<file path="config.mk">
export PLATFORM = sky130hd
export DESIGN_NAME = swd_host_engine
export DESIGN_NICKNAME = d
export VERILOG_FILES = /design/src/rtl/swdh_pkg.sv /design/src/rtl/swdh_clk_div.sv /design/src/rtl/swdh_pkt_build.sv /design/src/rtl/swdh_seq.sv /design/src/rtl/swd_host_engine.sv
export SDC_FILE = /design/constraint.sdc
export NUM_CORES = 1
export LEC_CHECK = 0
export CAP_MARGIN = 20
export CORE_UTILIZATION = 40
export DETAILED_ROUTE_END_ITERATION = 6
export HOLD_SLACK_MARGIN = 0.06
export PLACE_DENSITY_LB_ADDON = 0.15
export SYNTH_ARGS = -nofsm -noshare
export SYNTH_HDL_FRONTEND = slang
export SYNTH_SLANG_ARGS = --single-unit
</file>
<file path="constraint.sdc">
create_clock -name clk -period 3.5 [get_ports clk]
set_clock_uncertainty 0.1 [all_clocks]
set_input_delay 0.7 -clock clk [delete_from_list [all_inputs] [get_ports clk]]
set_output_delay 0.7 -clock clk [all_outputs]
set_load 0.02 [all_outputs]
</file>
<file path="src/rtl/swdh_pkg.sv">
`timescale 1ns/1ps
package swdh_pkg;

    localparam logic [2:0] ACK_OK    = 3'b001;
    localparam logic [2:0] ACK_WAIT  = 3'b010;
    localparam logic [2:0] ACK_FAULT = 3'b100;
    localparam int         PKT_BITS  = 8;

    typedef enum logic [3:0] {
        PH_IDLE, PH_REQ, PH_TRN1, PH_ACK, PH_TRN2,
        PH_RDATA, PH_RPAR, PH_TRN3, PH_WDATA, PH_WPAR,
        PH_TAIL, PH_FINISH
    } phase_e;

    typedef struct packed {
        logic       rnw;
        logic       ap;
        logic [1:0] addr;
    } hdr_t;

    function automatic logic ack_known(input logic [2:0] a);
        return (a == ACK_OK) || (a == ACK_WAIT) || (a == ACK_FAULT);
    endfunction

endpackage

</file>
<file path="src/rtl/swdh_clk_div.sv">
`timescale 1ns/1ps
module swdh_clk_div #(
    parameter int HALF_DIV = 2
) (
    input  logic clk,
    input  logic rst,
    input  logic run,
    output logic swclk,
    output logic rise_stb,
    output logic fall_stb
);
    localparam int CW = (HALF_DIV > 1) ? $clog2(HALF_DIV) : 1;

    logic [CW-1:0] cnt;
    logic          wrap;

    assign wrap     = run && (cnt == CW'(HALF_DIV - 1));
    assign rise_stb = wrap && !swclk;
    assign fall_stb = wrap && swclk;

    always_ff @(posedge clk) begin
        if (rst || !run) begin
            cnt   <= '0;
            swclk <= 1'b0;
        end else if (wrap) begin
            cnt   <= '0;
            swclk <= ~swclk;
        end else begin
            cnt   <= cnt + 1'b1;
        end
    end

    // each strobe is followed by the matching clock level
    p_rise_sets_high_r9: assert property (@(posedge clk) disable iff (rst)
        rise_stb |=> swclk);
endmodule

</file>
<file path="src/rtl/swdh_pkt_build.sv">
`timescale 1ns/1ps
module swdh_pkt_build
    import swdh_pkg::*;
(
    input  hdr_t                hdr,
    output logic [PKT_BITS-1:0] pkt
);
    logic par;

    assign par = ^{hdr.addr, hdr.rnw, hdr.ap};
    assign pkt = {1'b1, 1'b0, par, hdr.addr[1], hdr.addr[0], hdr.rnw, hdr.ap, 1'b1};
endmodule

</file>
<file path="src/rtl/swdh_seq.sv">
`timescale 1ns/1ps
module swdh_seq
    import swdh_pkg::*;
#(
    parameter int DATA_W = 32,
    parameter int IDLE_W = 8
) (
    input  logic                clk,
    input  logic                rst,
    input  logic                req_valid,
    output logic                req_ready,
    input  hdr_t                hdr,
    input  logic [PKT_BITS-1:0] pkt,
    input  logic [DATA_W-1:0]   wdata,
    input  logic [IDLE_W-1:0]   idle,
    input  logic                rise_stb,
    input  logic                fall_stb,
    output logic                busy,
    input  logic                swdio_in,
    output logic                swdio_out,
    output logic                swdio_oe,
    output logic                rsp_valid,
    output logic [DATA_W-1:0]   rsp_rdata,
    output logic [2:0]          rsp_ack,
    output logic                rsp_perr,
    output logic                rsp_proto_err
);
    localparam int BCW = ($clog2(DATA_W) > 3) ? $clog2(DATA_W) : 3;

    phase_e                ph;
    logic [BCW-1:0]        bcnt;
    logic [IDLE_W-1:0]     tail, idle_q;
    logic [PKT_BITS-1:0]   pkt_q;
    logic [DATA_W-1:0]     wdata_q, rdata_q;
    logic [2:0]            ack_q, ack_full;
    logic                  rnw_q, par_q, accept, read_ok;

    assign req_ready = (ph == PH_IDLE);
    assign busy      = !req_ready;
    assign accept    = req_valid && req_ready;
    assign ack_full  = {swdio_in, ack_q[1:0]};
    assign read_ok   = rnw_q && (ack_q == ACK_OK);

    always_ff @(posedge clk) begin
        if (rst) begin
            ph            <= PH_IDLE;
            bcnt          <= '0;
            tail          <= '0;
            idle_q        <= '0;
            pkt_q         <= '0;
            wdata_q       <= '0;
            rdata_q       <= '0;
            ack_q         <= '0;
            rnw_q         <= 1'b0;
            par_q         <= 1'b0;
            swdio_out     <= 1'b0;
            swdio_oe      <= 1'b1;
            rsp_valid     <= 1'b0;
            rsp_rdata     <= '0;
            rsp_ack       <= '0;
            rsp_perr      <= 1'b0;
            rsp_proto_err <= 1'b0;
        end else begin
            rsp_valid <= 1'b0;
            if (accept) begin
                pkt_q     <= pkt;
                wdata_q   <= wdata;
                idle_q    <= idle;
                rnw_q     <= hdr.rnw;
                bcnt      <= '0;
                swdio_out <= pkt[0];
                swdio_oe  <= 1'b1;
                ph        <= PH_REQ;
            end else if (rise_stb) begin
                unique case (ph)
                    PH_REQ: begin
                        if (bcnt == BCW'(PKT_BITS - 1)) ph <= PH_TRN1;
                        else bcnt <= bcnt + 1'b1;
                    end
                    PH_TRN1: begin
                        bcnt <= '0;
                        ph   <= PH_ACK;
                    end
                    PH_ACK: begin
                        ack_q[bcnt[1:0]] <= swdio_in;
                        if (bcnt == BCW'(2)) begin
                            bcnt <= '0;
                            ph   <= (ack_full == ACK_OK && rnw_q) ? PH_RDATA : PH_TRN2;
                        end else begin
                            bcnt <= bcnt + 1'b1;
                        end
                    end
                    PH_TRN2: ph <= (ack_q == ACK_OK) ? PH_WDATA : PH_FINISH;
                    PH_RDATA: begin
                        rdata_q[bcnt] <= swdio_in;
                        if (bcnt == BCW'(DATA_W - 1)) ph <= PH_RPAR;
                        else bcnt <= bcnt + 1'b1;
                    end
                    PH_RPAR: begin
                        par_q <= swdio_in;
                        ph    <= PH_TRN3;
                    end
                    PH_WDATA: begin
                        if (bcnt == BCW'(DATA_W - 1)) ph <= PH_WPAR;
                        else bcnt <= bcnt + 1'b1;
                    end
                    PH_TRN3, PH_WPAR: begin
                        tail <= idle_q;
                        ph   <= (idle_q == '0) ? PH_FINISH : PH_TAIL;
                    end
                    PH_TAIL: begin
                        if (tail == IDLE_W'(1)) ph <= PH_FINISH;
                        else tail <= tail - 1'b1;
                    end
                    default: ;
                endcase
            end else if (fall_stb) begin
                unique case (ph)
                    PH_REQ: begin
                        swdio_out <= pkt_q[bcnt[2:0]];
                        swdio_oe  <= 1'b1;
                    end
                    PH_WDATA: begin
                        swdio_out <= wdata_q[bcnt];
                        swdio_oe  <= 1'b1;
                    end
                    PH_WPAR: begin
                        swdio_out <= ^wdata_q;
                        swdio_oe  <= 1'b1;
                    end
                    PH_TAIL: begin
                        swdio_out <= 1'b0;
                        swdio_oe  <= 1'b1;
                    end
                    PH_FINISH: begin
                        swdio_out     <= 1'b0;
                        swdio_oe      <= 1'b1;
                        ph            <= PH_IDLE;
                        rsp_valid     <= 1'b1;
                        rsp_ack       <= ack_q;
                        rsp_proto_err <= !ack_known(ack_q);
                        rsp_rdata     <= read_ok ? rdata_q : '0;
                        rsp_perr      <= read_ok && (par_q != ^rdata_q);
                    end
                    default: swdio_oe <= 1'b0;
                endcase
            end
        end
    end

    // line drive moves only on a falling debug clock or on acceptance
    p_drive_on_fall_r9: assert property (@(posedge clk) disable iff (rst)
        !(fall_stb || accept) |=> ($stable(swdio_out) && $stable(swdio_oe)));
    // host never drives while the acknowledge is on the line
    p_release_for_ack_r4: assert property (@(posedge clk) disable iff (rst)
        (ph == PH_ACK) |-> !swdio_oe);
    // responses are single-cycle pulses
    p_rsp_single_r3: assert property (@(posedge clk) disable iff (rst)
        rsp_valid |=> !rsp_valid);
    // a parity error is only possible on an OK access
    p_perr_only_ok_r6: assert property (@(posedge clk) disable iff (rst)
        (rsp_valid && rsp_perr) |-> (rsp_ack == ACK_OK));
    // failed accesses return no data
    p_no_data_on_fail_r5: assert property (@(posedge clk) disable iff (rst)
        (rsp_valid && rsp_ack != ACK_OK) |-> (rsp_rdata == '0));
endmodule

</file>
<file path="src/rtl/swd_host_engine.sv">
`timescale 1ns/1ps
module swd_host_engine
    import swdh_pkg::*;
#(
    parameter int HALF_DIV = 2,
    parameter int DATA_W   = 32,
    parameter int IDLE_W   = 8
) (
    input  logic              clk,
    input  logic              rst,
    input  logic              req_valid,
    output logic              req_ready,
    input  logic              req_rnw,
    input  logic              req_ap,
    input  logic [1:0]        req_addr,
    input  logic [DATA_W-1:0] req_wdata,
    input  logic [IDLE_W-1:0] req_idle,
    output logic              rsp_valid,
    output logic [DATA_W-1:0] rsp_rdata,
    output logic [2:0]        rsp_ack,
    output logic              rsp_perr,
    output logic              rsp_proto_err,
    output logic              swclk,
    output logic              swdio_out,
    output logic              swdio_oe,
    input  logic              swdio_in
);
    hdr_t                hdr;
    logic [PKT_BITS-1:0] pkt;
    logic                busy, rise_stb, fall_stb;

    assign hdr = '{rnw: req_rnw, ap: req_ap, addr: req_addr};

    swdh_pkt_build u_pkt (.hdr(hdr), .pkt(pkt));

    swdh_clk_div #(.HALF_DIV(HALF_DIV)) u_div (
        .clk(clk), .rst(rst), .run(busy),
        .swclk(swclk), .rise_stb(rise_stb), .fall_stb(fall_stb)
    );

    swdh_seq #(.DATA_W(DATA_W), .IDLE_W(IDLE_W)) u_seq (
        .clk(clk), .rst(rst),
        .req_valid(req_valid), .req_ready(req_ready),
        .hdr(hdr), .pkt(pkt), .wdata(req_wdata), .idle(req_idle),
        .rise_stb(rise_stb), .fall_stb(fall_stb), .busy(busy),
        .swdio_in(swdio_in), .swdio_out(swdio_out), .swdio_oe(swdio_oe),
        .rsp_valid(rsp_valid), .rsp_rdata(rsp_rdata), .rsp_ack(rsp_ack),
        .rsp_perr(rsp_perr), .rsp_proto_err(rsp_proto_err)
    );

    // debug clock parked low whenever a new request can be taken
    p_clk_parked_r9: assert property (@(posedge clk) disable iff (rst)
        req_ready |-> !swclk);
endmodule

</file>
==> results.json <==
{
  "hold_violations": 0,
  "finalSetupTns_ps": 0,
  "firstDrtPassIters": 5,
  "critPathBufInv": 1,
  "vias": 5705,
  "grt_max_degree": 58,
  "cts.clk_slew.worst_paths_ps": 60,
  "cp_max_fo": 15,
  "crit_required_ps": 2700,
  "core-area_sq_mm": 0.01606,
  "final_common_cell": "dfxtp_1",
  "synth.avg_cell_area_sq_um": 8.431,
  "fin_crit_ps": 2918,
  "synth_edf_count": 0,
  "clk_latency_ps": 420,
  "synthArstFlopShare_pct": 0,
  "cts_tree": "done",
  "multiInputGateArea_sq_mm": 0.003588,
  "wl_um": 16510,
  "status": "finished, final reports clean",
  "drive_gt1_share_pct": 7.454,
  "cts_resized": 0,
  "vdd_ir_drop_max_uv": 361.8,
  "num_antenna_cells": 0,
  "fin_nets": 914,
  "postSynthCellCount": 790,
  "grt_usage_pct": 20.20,
  "clock_tree.buffer_depth": 2,
  "postCtsSetupRepairBufs": 0,
  "syn-num-nets": 845,
  "ys_seq_elements": 141,
  "n_fill_cell": 1497,
  "grt_pass1_vias": 5411,
  "cts_root_buffer": "clkbuf_16",
  "io_pins": 90,
  "htree_num_levels": 4,
  "drtIter0Drc": 302,
  "yosysUniqueCellTypes": 47,
  "power_density_mw_per_mm2": 462.9,
  "p_leak_nw": 2.844,
  "cp-end-kind": "primary output",
  "dieArea_sq_mm": 0.01717,
  "grt_pass1_wl_um": 26940,
  "dpl.hpwl_um": 11210,
  "drv_cap": 0,
  "die_h_um": 131.0,
  "mostFrequentLayoutCells": "141 x dfxtp_1, 115 x nand2_1, 114 x nor2_1, 88 x clkdlybuf4s50_1, 73 x a21oi_1",
  "final-seq-area_sq_mm": 0.002823,
  "syn_to_final_growth_pct": 24.82,
  "netlist.top_cell.by_area": "dfxtp_1",
  "yosys_warnings": 0,
  "worstMarginPinSlew_ps": 656.9,
  "timing.fmax_mhz": 342.7,
  "ant_nets": 0,
  "start_util_pct": 41.48,
  "gp_congestion": 0.8093,
  "grt-ovfl-total": 0,
  "row_count": 46,
  "synth_area_leaders": "dfxtp_1 42%, xnor2_1 7.6%, nand2_1 6.5%, nor2_1 6.4%, a21oi_1 5.5%",
  "drc": 0,
  "ys_seq_area_share_pct": 42.38,
  "totalPowerFinal_w": 0.003848,
  "fp.dieW_um": 131.0,
  "antenna_found_initial": 0,
  "clock_sinks": 141,
  "path_cells": "nor4_4 -> clkdlybuf4s50_1",
  "finalCritPeriodShare_pct": 83.36,
  "whs_ps": 360.9,
  "synth_top_area_share_pct": 42.38,
  "cts_hold_buf": 0,
  "startpoint_type": "flop",
  "hold_path.class": "flop to flop",
  "max_stage_delay_ps": 700,
  "yosys_most_used_dff": "dfxtp_1",
  "cts_buffers": 17,
  "rsz0062_at_grt": "no",
  "relSlewSlack_pct": 55.87,
  "netlist_area_sq_mm": 0.006660,
  "worstSetupPathType": "flop to primary output",
  "routedWlPerCell_um": 15.17,
  "slowest_stage": "clkdlybuf4s50_1",
  "port_buffers": 89,
  "setup_violations": 0,
  "vias_per_cell": 5.244,
  "slew_viol_final": 0,
  "crit_arrival_ps": 2120,
  "crit_family": "buffers and inverters"
}
path summary, 6_finish.rpt:
| path | depth (start not counted) | slack [ps] | end | from |
|---|---|---|---|---|
| setup / recovery | 2 | 580 | req_ready | u_seq.ph[0] |
| hold reg to reg | 2 | 360 | u_seq.pkt_q[1] | u_seq.pkt_q[1] |
| setup reg to reg | 7 | 690 | u_seq.ph[0] | u_seq.ph[0] |
| hold / removal | 2 | 360 | u_seq.pkt_q[1] | u_seq.pkt_q[1] |
logic make-up (layout without fill, tap and decap cells):
family,Yosys count,after routing,synth area share (%)
AOI/OAI and AO/OA,162,162,14.80
DFF,141,141,42.38
and+or+nand+nor,302,302,19.93
muxes,44,44,8.322
xor gates and xnor gates,70,70,9.412
buffers and inverters,64,146,3.833
adders and majority gates,7,7,1.315
Yosys cell counts (3+ instances only):
cell type	n
a211oi_1	5
a21oi_1	73
a22oi_1	38
a31oi_1	4
and2_1	6
buf_1	8
buf_2	8
clkbuf_1	35
dfxtp_1	141
ha_1	7
inv_1	10
mux2i_1	34
mux4_2	9
nand2_1	115
nand2b_1	5
nand3_1	13
nand3b_1	6
nand4_1	8
nor2_1	114
nor3_1	11
nor4_1	9
o21ai_0	26
o22ai_1	7
or3_1	3
xnor2_1	58
xor2_1	11
metrics by stage:
| step | utilization [%] | worst slack, ps | area (sq um) | std cells |
|---|---|---|---|---|
| 6_report | 51.77 | 582.4 | 8313 | 1088 |
| 5_1_grt | 51.77 | 468.9 | 8313 | 1088 |
| 4_1_cts | 51.77 | 561.9 | 8313 | 1088 |
| 3_5_place_dp | 48.05 | 742.1 | 7716 | 1056 |
| 3_3_place_gp | 48.05 | 772.1 | 7716 | 1056 |
| 2_1_floorplan | - | 857.5 | 6660 | 790 |
metal layers:
metal	global-route usage [%]	wire length, um	vias to the layer above
met2	31.22	7556	106
met3	3.624	471	20
met4	7.505	269	0
met1	28.07	8212	2710
li1	-	-	2869
met5	0	0	-
power breakdown:
part           switching, W  internal, W  total [W]
sequential        0.0000390      0.00164    0.00168
clock              0.000731      0.00108    0.00181
combinational      0.000176     0.000178   0.000354
flip-flops by register name, indices dropped and copies added (netlist names):
signal               cells
u_seq.bcnt               5
u_div.swclk              1
u_seq.rsp_rdata         32
u_seq.swdio_out          1
u_seq.par_q              1
u_seq.ack_q              3
u_seq.tail               8
u_div.cnt                1
u_seq.rsp_ack            3
u_seq.ph                 4
u_seq.rdata_q           32
u_seq.rsp_valid          1
u_seq.pkt_q              6
u_seq.swdio_oe           1
u_seq.wdata_q           32
u_seq.rsp_proto_err      1
u_seq.idle_q             8
u_seq.rsp_perr           1
cell type report:
class,count,area share [%]
clock inverters,14,1.896
inverters,11,0.4967
multi-input cells,585,43.17
clock buffers,18,5.283
well taps,216,3.251
repair buffers,103,11.95
flip-flops and latches,141,33.96
tightest hold or removal path, stage by stage, from the launching register on:
cell,delay [ps]
dfxtp_1,310
nand2_1,50
a21oi_1,50
Power figures use the tool's default switching activity.
